===== src/rtl/vlp_pkg.sv =====
package vlp_pkg;
  typedef enum logic [2:0] {
    FMT_C16 = 3'd0,
    FMT_W32 = 3'd1,
    FMT_P48 = 3'd2,
    FMT_P64 = 3'd3,
    FMT_BLK = 3'd4
  } fmt_e;

  typedef struct packed {
    fmt_e       fmt;
    logic [7:0] len;      // bytes
    logic       illegal;
  } cls_t;
endpackage


===== src/rtl/vlp_classify.sv =====
module vlp_classify
  import vlp_pkg::*;
#(
  parameter logic [15:0] C16_MASK  = 16'hFE00,
  parameter logic [15:0] C16_MATCH = 16'h0000,
  parameter logic [15:0] P48_MASK  = 16'hFC00,
  parameter logic [15:0] P48_MATCH = 16'h0400
) (
  input  logic [15:0] prefix,
  output cls_t        cls
);
  localparam int MAJ_W = 6;
  localparam int SEL_W = 3;
  localparam int TAIL_W = 16 - MAJ_W - SEL_W;

  logic [MAJ_W-1:0]  major;
  logic [SEL_W-1:0]  sel;
  logic [TAIL_W-1:0] tail;

  assign major = prefix[15 -: MAJ_W];
  assign sel   = prefix[15-MAJ_W -: SEL_W];
  assign tail  = prefix[TAIL_W-1:0];

  always_comb begin
    cls.fmt     = FMT_W32;
    cls.len     = 8'd4;
    cls.illegal = 1'b0;
    if (major == '0 && sel[2:1] == 2'b10) begin
      cls.fmt = FMT_P64;
      cls.len = 8'd8;
    end else if (major == '0 && sel[2:1] == 2'b11) begin
      cls.fmt = FMT_BLK;
      if (tail < TAIL_W'(2)) begin
        cls.illegal = 1'b1;
        cls.len     = 8'd2;
      end else begin
        cls.len = 8'({tail, 1'b0});
      end
    end else if ((prefix & P48_MASK) == P48_MATCH) begin
      cls.fmt = FMT_P48;
      cls.len = 8'd6;
    end else if ((prefix & C16_MASK) == C16_MATCH) begin
      cls.fmt = FMT_C16;
      cls.len = 8'd2;
    end
  end
endmodule


===== src/rtl/vlp_bytebuf.sv =====
module vlp_bytebuf #(
  parameter int DEPTH = 256,
  parameter int LEN_W = 8,
  localparam int AW = $clog2(DEPTH),
  localparam int CNT_W = $clog2(DEPTH + 1)
) (
  input  logic             clk,
  input  logic             rst,
  input  logic             flush,
  input  logic             wr_en,
  input  logic [7:0]       wr_data,
  input  logic             pop_en,
  input  logic [LEN_W-1:0] pop_len,
  output logic [7:0]       head0,
  output logic [7:0]       head1,
  output logic [CNT_W-1:0] count,
  output logic             full
);
  logic [7:0]    mem [DEPTH];
  logic [AW-1:0] wp, rp;
  logic [AW-1:0] rp_next1;

  initial begin
    if ((1 << AW) != DEPTH) $error("DEPTH must be a power of two");
  end

  assign full     = (count == CNT_W'(DEPTH));
  assign rp_next1 = rp + AW'(1);
  assign head0    = mem[rp];
  assign head1    = mem[rp_next1];

  always_ff @(posedge clk) begin
    if (wr_en && !full && !flush) mem[wp] <= wr_data;
  end

  logic             push;
  logic [CNT_W-1:0] pop_amt;
  assign push    = wr_en && !full && !flush;
  assign pop_amt = pop_en ? CNT_W'(pop_len) : '0;

  always_ff @(posedge clk) begin
    if (rst || flush) begin
      wp    <= '0;
      rp    <= '0;
      count <= '0;
    end else begin
      if (push) wp <= wp + AW'(1);
      if (pop_en) rp <= rp + AW'(pop_len);
      count <= count + CNT_W'(push) - pop_amt;
    end
  end

  // never remove bytes that are not present
  a_r9_no_underpop: assert property (@(posedge clk) disable iff (rst)
    pop_en |-> (CNT_W'(pop_len) <= count));
  // occupancy bounded by DEPTH
  a_r13_bound: assert property (@(posedge clk) disable iff (rst)
    count <= CNT_W'(DEPTH));
endmodule


===== src/rtl/vlp_predecode.sv =====
module vlp_predecode
  import vlp_pkg::*;
#(
  parameter int DEPTH = 256,
  parameter int OFF_W = 16,
  parameter logic [15:0] C16_MASK  = 16'hFE00,
  parameter logic [15:0] C16_MATCH = 16'h0000,
  parameter logic [15:0] P48_MASK  = 16'hFC00,
  parameter logic [15:0] P48_MATCH = 16'h0400
) (
  input  logic             clk,
  input  logic             rst,
  input  logic             flush,
  input  logic             in_valid,
  input  logic [7:0]       in_data,
  output logic             in_ready,
  output logic             out_valid,
  input  logic             out_ready,
  output logic [2:0]       out_fmt,
  output logic [7:0]       out_len,
  output logic [OFF_W-1:0] out_start,
  output logic [15:0]      out_prefix,
  output logic             out_illegal
);
  localparam int LEN_W = 8;
  localparam int CNT_W = $clog2(DEPTH + 1);

  initial begin
    if (DEPTH < 254) $error("DEPTH must hold the largest block (254 bytes)");
  end

  logic [7:0]       h0, h1;
  logic [CNT_W-1:0] cnt;
  logic             full;
  logic             load;
  logic [OFF_W-1:0] next_off;
  cls_t             cls;

  vlp_bytebuf #(.DEPTH(DEPTH), .LEN_W(LEN_W)) u_buf (
    .clk     (clk),
    .rst     (rst),
    .flush   (flush),
    .wr_en   (in_valid),
    .wr_data (in_data),
    .pop_en  (load),
    .pop_len (cls.len),
    .head0   (h0),
    .head1   (h1),
    .count   (cnt),
    .full    (full)
  );

  vlp_classify #(
    .C16_MASK(C16_MASK), .C16_MATCH(C16_MATCH),
    .P48_MASK(P48_MASK), .P48_MATCH(P48_MATCH)
  ) u_cls (
    .prefix ({h0, h1}),
    .cls    (cls)
  );

  assign in_ready = !full;
  assign load = !flush && (cnt >= CNT_W'(2)) && (cnt >= CNT_W'(cls.len))
                && (!out_valid || out_ready);

  always_ff @(posedge clk) begin
    if (rst || flush) begin
      out_valid   <= 1'b0;
      next_off    <= '0;
      out_fmt     <= '0;
      out_len     <= '0;
      out_start   <= '0;
      out_prefix  <= '0;
      out_illegal <= 1'b0;
    end else if (load) begin
      out_valid   <= 1'b1;
      out_fmt     <= cls.fmt;
      out_len     <= cls.len;
      out_start   <= next_off;
      out_prefix  <= {h0, h1};
      out_illegal <= cls.illegal;
      next_off    <= next_off + OFF_W'(cls.len);
    end else if (out_ready) begin
      out_valid <= 1'b0;
    end
  end

  // stalled output holds
  a_r11_hold: assert property (@(posedge clk) disable iff (rst)
    out_valid && !out_ready && !flush |=>
      out_valid && $stable(out_start) && $stable(out_prefix) && $stable(out_len));
  // flush empties the output stage
  a_r12_flush_clears: assert property (@(posedge clk) disable iff (rst)
    flush |=> !out_valid);
  // illegal only on short blocks, two bytes
  a_r5_illegal_len: assert property (@(posedge clk) disable iff (rst)
    out_valid && out_illegal |-> out_fmt == FMT_BLK && out_len == 8'd2);
  // 64-bit format always eight bytes
  a_r3_len64: assert property (@(posedge clk) disable iff (rst)
    out_valid && out_fmt == FMT_P64 |-> out_len == 8'd8);
endmodule


===== config.mk =====
export PLATFORM = sky130hd
export DESIGN_NAME = vlp_predecode
export DESIGN_NICKNAME = d
export VERILOG_FILES = /design/src/rtl/vlp_pkg.sv /design/src/rtl/vlp_classify.sv /design/src/rtl/vlp_bytebuf.sv /design/src/rtl/vlp_predecode.sv
export SDC_FILE = /design/constraint.sdc
export NUM_CORES = 2
export LEC_CHECK = 0
export ABC_CLOCK_PERIOD_IN_PS = 9400
export BUFFER_PORTS_ARGS = -buffer_cell sky130_fd_sc_hd__buf_2
export CAP_MARGIN = 20
export CORE_MARGIN = 10
export CORE_UTILIZATION = 44
export CTS_BUF_LIST = sky130_fd_sc_hd__clkbuf_4 sky130_fd_sc_hd__clkbuf_8
export DETAILED_ROUTE_END_ITERATION = 10
export GPL_TIMING_DRIVEN = 0
export PLACE_DENSITY = 0.69
export SETUP_SLACK_MARGIN = 0.2
export SYNTH_ARGS = -nofsm -noshare
export SYNTH_HDL_FRONTEND = slang
export SYNTH_HIERARCHICAL = 1
export SYNTH_SLANG_ARGS = --single-unit

===== constraint.sdc =====
create_clock -name clk -period 9.4 [get_ports clk]
set_clock_uncertainty 0.15 [all_clocks]
set_input_delay 0.94 -clock clk [delete_from_list [all_inputs] [get_ports clk]]
set_output_delay 0.94 -clock clk [all_outputs]
set_load 0.02 [all_outputs]

# Word-level counts from Yosys, hierarchy flattened
# Memories as Yosys holds them, arrays and structs flattened. A register that Yosys moved wholly into a read port is not among the register bits.
# Cells that the tools add are included.
dict set report word_totals {
  input_bits 13
  word_cells 54
  memories 1
  out_inout_bits 46
  ramBits 2048
  regBits 86
}
# memory depth width rd rd_ports_with_merged_regs write_ports line
set mem_list {}
lappend mem_list {u_buf.mem 256 8 2 1 1 vlp_bytebuf.sv:19} ;# logic [7:0] mem [DEPTH];
dict set report classes {
  add_sub_neg 6
  reduce_logical 15
  n_mux 15
  order_cmp 3
  eq_ne 4
}
# op n
set op_table {}
lappend op_table {{2-to-1 mux 8 bit} 4}
lappend op_table {{2-to-1 mux 11 bit} 2}
lappend op_table {{adder 16 x 8 -> 16 bit} 1}
lappend op_table {{adder 8 x 1 -> 8 bit (second input constant)} 2}
lappend op_table {{logical NOT 16 bit} 1}
lappend op_table {{2-to-1 mux 10 bit} 1}
lappend op_table {{adder 9 x 1 -> 9 bit} 1}
lappend op_table {{== test 9 bit (second input constant)} 1}
lappend op_table {{>= comparator 9 x 2 -> 1 bit (second input constant)} 1}
lappend op_table {{>= comparator 9 x 8 -> 1 bit} 1}
lappend op_table {{2-to-1 mux 9 bit} 1}
lappend op_table {{subtractor 9 bit} 1}
lappend op_table {{adder 8 bit} 1}
lappend op_table {{logical AND 1 bit} 7}
lappend op_table {{less-than comparator 7 x 2 -> 1 bit (second input constant)} 1}
lappend op_table {{2-to-1 mux 1 bit} 7}
lappend op_table {{== test 6 x 1 -> 1 bit (second input constant)} 1}
lappend op_table {{logical NOT 6 bit} 1}
lappend op_table {{== test 2 bit (second input constant)} 2}
lappend op_table {{logical NOT 1 bit} 3}
lappend op_table {{logical OR 1 bit} 2}
lappend op_table {{nonzero test 2 bit} 1}

# Depth between registers and ports, before layout
# An unclocked memory read counts as a cell.
dict set report logic_depth {
  depth_word 11
  depth_mapped 36
  ltp_nobuf 30
}

# By module
# Netlist, hierarchy kept.
# mod seq_area_each_um2 cells_per_inst area_per_inst_um2 instances
set modules_own_cells {}
lappend modules_own_cells {vlp_bytebuf 62159.6 4403 96747.8 1}
lappend modules_own_cells {vlp_predecode 1221.2 347 2772.7 1}
lappend modules_own_cells {vlp_classify 0.0 24 166.4 1}

# Worst setup path before layout
# OpenSTA, ideal clock, no wires.
dict set report synth_timing {
  kind {register to register}
  start {register with a tool-made name}
  end {register u_buf.count[8]}
  setup_time_ps 72
  path_stages_with_launch 31
  required_time_ps 9178
  n_path_buf 7
  setup_slack_ps 1599
  arrival_time_ps 7579
  synth_period_minus_slack_ps 7801
  path_cell_list {dfxtp_1 -> buf_2 -> clkbuf_1 -> buf_2 -> buf_2 -> mux4_2 -> mux4_2 -> a211oi_1 -> nor4b_1 -> or4_4 -> a311o_2 -> nor2_1 -> inv_1 -> ha_1 -> a31oi_1 -> o31ai_4 -> nand3_4 -> inv_2 -> buf_2 -> clkbuf_1 -> clkbuf_1 -> nand2_1 -> ha_1 -> fa_1 -> a21o_1 -> a21oi_1 -> o21bai_1 -> a21oi_1 -> o21bai_1 -> a21oi_1 -> mux2i_1}
}
# element line
set synth_rtl {}
lappend synth_rtl {{end signal, assigned} vlp_bytebuf.sv:49} ;# count <= count + CNT_W'(push) - pop_amt;
lappend synth_rtl {{end, declared} vlp_bytebuf.sv:16} ;# output logic [CNT_W-1:0] count,

==> flow_metrics.env <==
export IMPL_outcome="completed"
export IMPL_finalWirelength_mm=355
export IMPL_r2r_end="u_buf/count[8]"
export IMPL_avgRoutedWirePerCell_microns=41.5
export IMPL_yosys_warnings=6
export IMPL_syn2layout_area_growth_pct=13.3
export IMPL_yosysTopAreaCellShare_pct=61.7
export IMPL_hp_class="input port to register"
export IMPL_gp_congestion=1.01
export IMPL_startpoint_type="register"
export IMPL_clock_latency_ns=1.09
export IMPL_syn_nets=4834
export IMPL_synthTopCellsByArea="edfxtp_1 (62%), mux4_2 (29%), dfxtp_1 (1.9%), nor2_1 (1.2%), clkbuf_1 (0.72%)"
export IMPL_grt_max_degree=141
export IMPL_drive_above_1_share_pct=40.9
export IMPL_maxSlewHeadroom_pct=14.8
export IMPL_syn_instance_count=4774
export IMPL_required_ns=10.28
export IMPL_crit_path_max_fanout=19
export IMPL_min_path_cells=3
export IMPL_die_h_microns=496
export IMPL_rows=174
export IMPL_tritoncts="done"
export IMPL_synthMuxAreaShare_pct=29.5
export IMPL_clockBufferDepth=4
export IMPL_power_leakage_nw=34.0
export IMPL_whs_endpoint="next_off[12]"
export IMPL_yosysSeqAreaShare_pct=63.6
export IMPL_critical_path_buf_inv_count=10
export IMPL_ys_seq_elements=2142
export IMPL_start_util_pct=44.3
export IMPL_dr_first_iter_drc_count=10000
export IMPL_worstSetupPathType="register to register"
export IMPL_synth_xor_area_share_pct=0.246
export IMPL_clk_pin_slew_worst_paths_ns=0.07
export IMPL_antenna_found_initial=16
export IMPL_synth_top_cell_by_area="edfxtp_1"
export IMPL_arrival_ns=10.06
export IMPL_cts_htree_levels=5
export IMPL_post_route_period_util_pct=97.7
export IMPL_r2r_start="u_buf/rp[0]"
export IMPL_worstHoldStart="flush"
export IMPL_die_x_microns=496
export IMPL_synth_top_family_by_area="multiplexers"
export IMPL_port_buffers=58
export IMPL_syn_area_sq_um=99700
export IMPL_drtPass1Iterations=6
export IMPL_via_per_inst=7.05
export IMPL_hold_viol_final=0
export IMPL_synth_most_common_cell="edfxtp_1"
export IMPL_cts_root_buffer="clkbuf_8"
export IMPL_critPathTopFamily="buffers and inverters"
export IMPL_p_total_w=0.0243
export IMPL_yosys_area_share_adder_pct=0.613
export IMPL_async_flop_share_pct=0
export IMPL_cts_buffers_inserted=366
export IMPL_endpoint_kind="register"
export IMPL_setup_viol=0
export IMPL_die_area_sq_um=246000
export IMPL_rsz0062_at_grt="no"
export IMPL_period_needed_ns=9.18
export IMPL_drc=0
export IMPL_fin_hold_ws_ns=0.0833
export IMPL_vias=60300
export IMPL_core_sq_um=225000
export IMPL_r2r_setup_slack_ns=0.22
export IMPL_slowest_stage="a221oi_4"
export IMPL_grt_overflow=0
export IMPL_synth_edf_count=2048
export IMPL_max_stage_delay_ns=0.62
export IMPL_synth_ff_type="edfxtp_1"
export IMPL_cts_sinks=2142
export IMPL_grt_use_total_pct=28.4
export IMPL_r2r_cells=32
export IMPL_fin_nets=5333
export IMPL_timing_fmax_ghz=0.109
export IMPL_io_pins=59
export IMPL_synth_compound_area_share_pct=1.76
export IMPL_finalMaxSlewViolations=0
export IMPL_synth_common_cells="edfxtp_1 (2048), mux4_2 (1280), nor2_1 (308)"
export IMPL_maxCapViolations=0
export IMPL_power_density_nw_per_um2=216
export IMPL_ant_nets=0
export IMPL_yosys_cell_types_count=62
export IMPL_crit_top_cell="a21oi_1"
export IMPL_syn_area_per_cell_sq_um=20.9
export IMPL_ir_worst_vdd_v=0.000170
export IMPL_grt_pass1_vias=58600
export IMPL_grt_pass1_wl_mm=479
export IMPL_dpl_hpwl_mm=252
export IMPL_worst_pin_slew_ns=1.27
export IMPL_synthSimpleGateAreaFrac_pct=2.48
## kinds of logic after synthesis
kind of cell	count (synthesis)
buffers and inverters	402
xor gates and xnor gates	28
AOI/OAI and AO/OA	239
DFF	2142
and+or+nand+nor	579
adders and majority gates	47
other	1
muxes	1336
## cells in the final DEF (no fill, tap or decap), drive strengths merged, types with 5 or more instances in the layout
master / synthesis / layout
a221o: 16 / 16
mux2i: 56 / 56
nor3: 9 / 9
a221oi: 17 / 17
and3: 10 / 10
nand4: 5 / 5
and2: 8 / 8
a22oi: 32 / 32
clkbuf: 191 / 686
diode: 0 / 20
bufinv: 0 / 18
nor4b: 9 / 9
edfxtp: 2048 / 2048
nor2: 308 / 308
clkinvlp: 0 / 5
nor2b: 22 / 22
mux4: 1280 / 1280
a21oi: 72 / 72
clkinv: 0 / 130
a22o: 32 / 32
inv: 30 / 32
a31o: 6 / 6
ha: 44 / 44
dfxtp: 94 / 94
a21o: 8 / 8
xor2: 11 / 11
nand3: 18 / 18
buf: 181 / 285
nand2: 167 / 167
a211oi: 19 / 19
o221ai: 8 / 8
xnor2: 17 / 17
## cell type report
type,instances,area (sq um)
Fill cell,17800,112000
Sequential cell,2142,63400
Multi-Input combinational cell,2230,34800
Clock buffer,474,5910
Tap cell,2992,3740
Buffer,370,2160
Timing Repair Buffer,133,1630
Clock inverter,155,1130
Inverter,30,113
Antenna cell,20,50.0
## routing by layer
layer	part of all wire (%)	track usage, %	vias up
met5	0.14	0.521	-
met4	6.4	15.2	14
met3	16	11.8	962
met2	44	41.4	5341
met1	34	36.2	32100
li1	-	-	21900
## power by group
part	switching, W	leakage, nW	internal (W)
combinational	0.00326	11.2	0.00218
clock	0.00381	3.71	0.00457
sequential	0.0000366	19.2	0.0105
## timing repair
| action | CTS | global route |
|---|---|---|
| gates cloned | 0 | 0 |
| hold buffers | 1 | 0 |
| setup buffers | 1 | 2 |
| resized for setup | 175 | 144 |
| endpoints found under the hold margin | 2 | 0 |
| endpoints found under the setup margin | 64 | 5 |
| pin swaps | 1 | 2 |
## how the worst max path moves through the flow
stage / start / end / slack (ns) / cells past startpoint
floorplan: register / u_buf/count[8] / 1.60 / 30
global placement: u_buf/rp[0] / u_buf/count[8] / -2.97 / 31
detailed placement: u_buf/rp[0] / u_buf/count[8] / -2.57 / 32
CTS: register / u_buf/count[8] / 0.21 / 30
global route: u_buf/rp[0] / u_buf/count[8] / 0.13 / 32
finish: u_buf/rp[0] / u_buf/count[8] / 0.22 / 32
## worst register-to-register path: cells and delay by family, from the launching register on
family	cells	cell delay, ns
buffers and inverters	10	2.84
XOR/XNOR	1	0.46
AO/OA/AOI/OAI	11	2.68
multiplexers	2	0.66
AND/OR/NAND/NOR	5	0.84
adder cells (fa/ha/maj)	3	1.00
flip-flops	1	0.51
## stage by stage
| stage | cell area [sq um] | TNS [ns] | utilization [%] | std cells | setup slack (ns) |
|---|---|---|---|---|---|
| after global routing | 113000 | 0 | 50.2 | 8527 | 0.131 |
| final | 113000 | 0 | 50.2 | 8546 | 0.218 |
| after CTS | 112000 | 0 | 50.0 | 8514 | 0.207 |
| after global placement | 104000 | -45.98 | 46.1 | 7824 | -2.97 |
| after floorplan | 99700 | 0 | - | 4774 | 1.60 |
| after detailed placement | 105000 | -24.67 | 46.6 | 7884 | -2.57 |
## flip-flops by register name (all words and copies together) (netlist names), named ones only
signal / flops
out_start: 16
next_off: 16
u_buf/wp: 8
out_fmt: 3
out_prefix: 16
u_buf/count: 9
u_buf/rp: 8
u_buf/mem: 2048
out_illegal: 1
out_len: 8
out_valid: 1
Power figures use the tool's default switching activity.
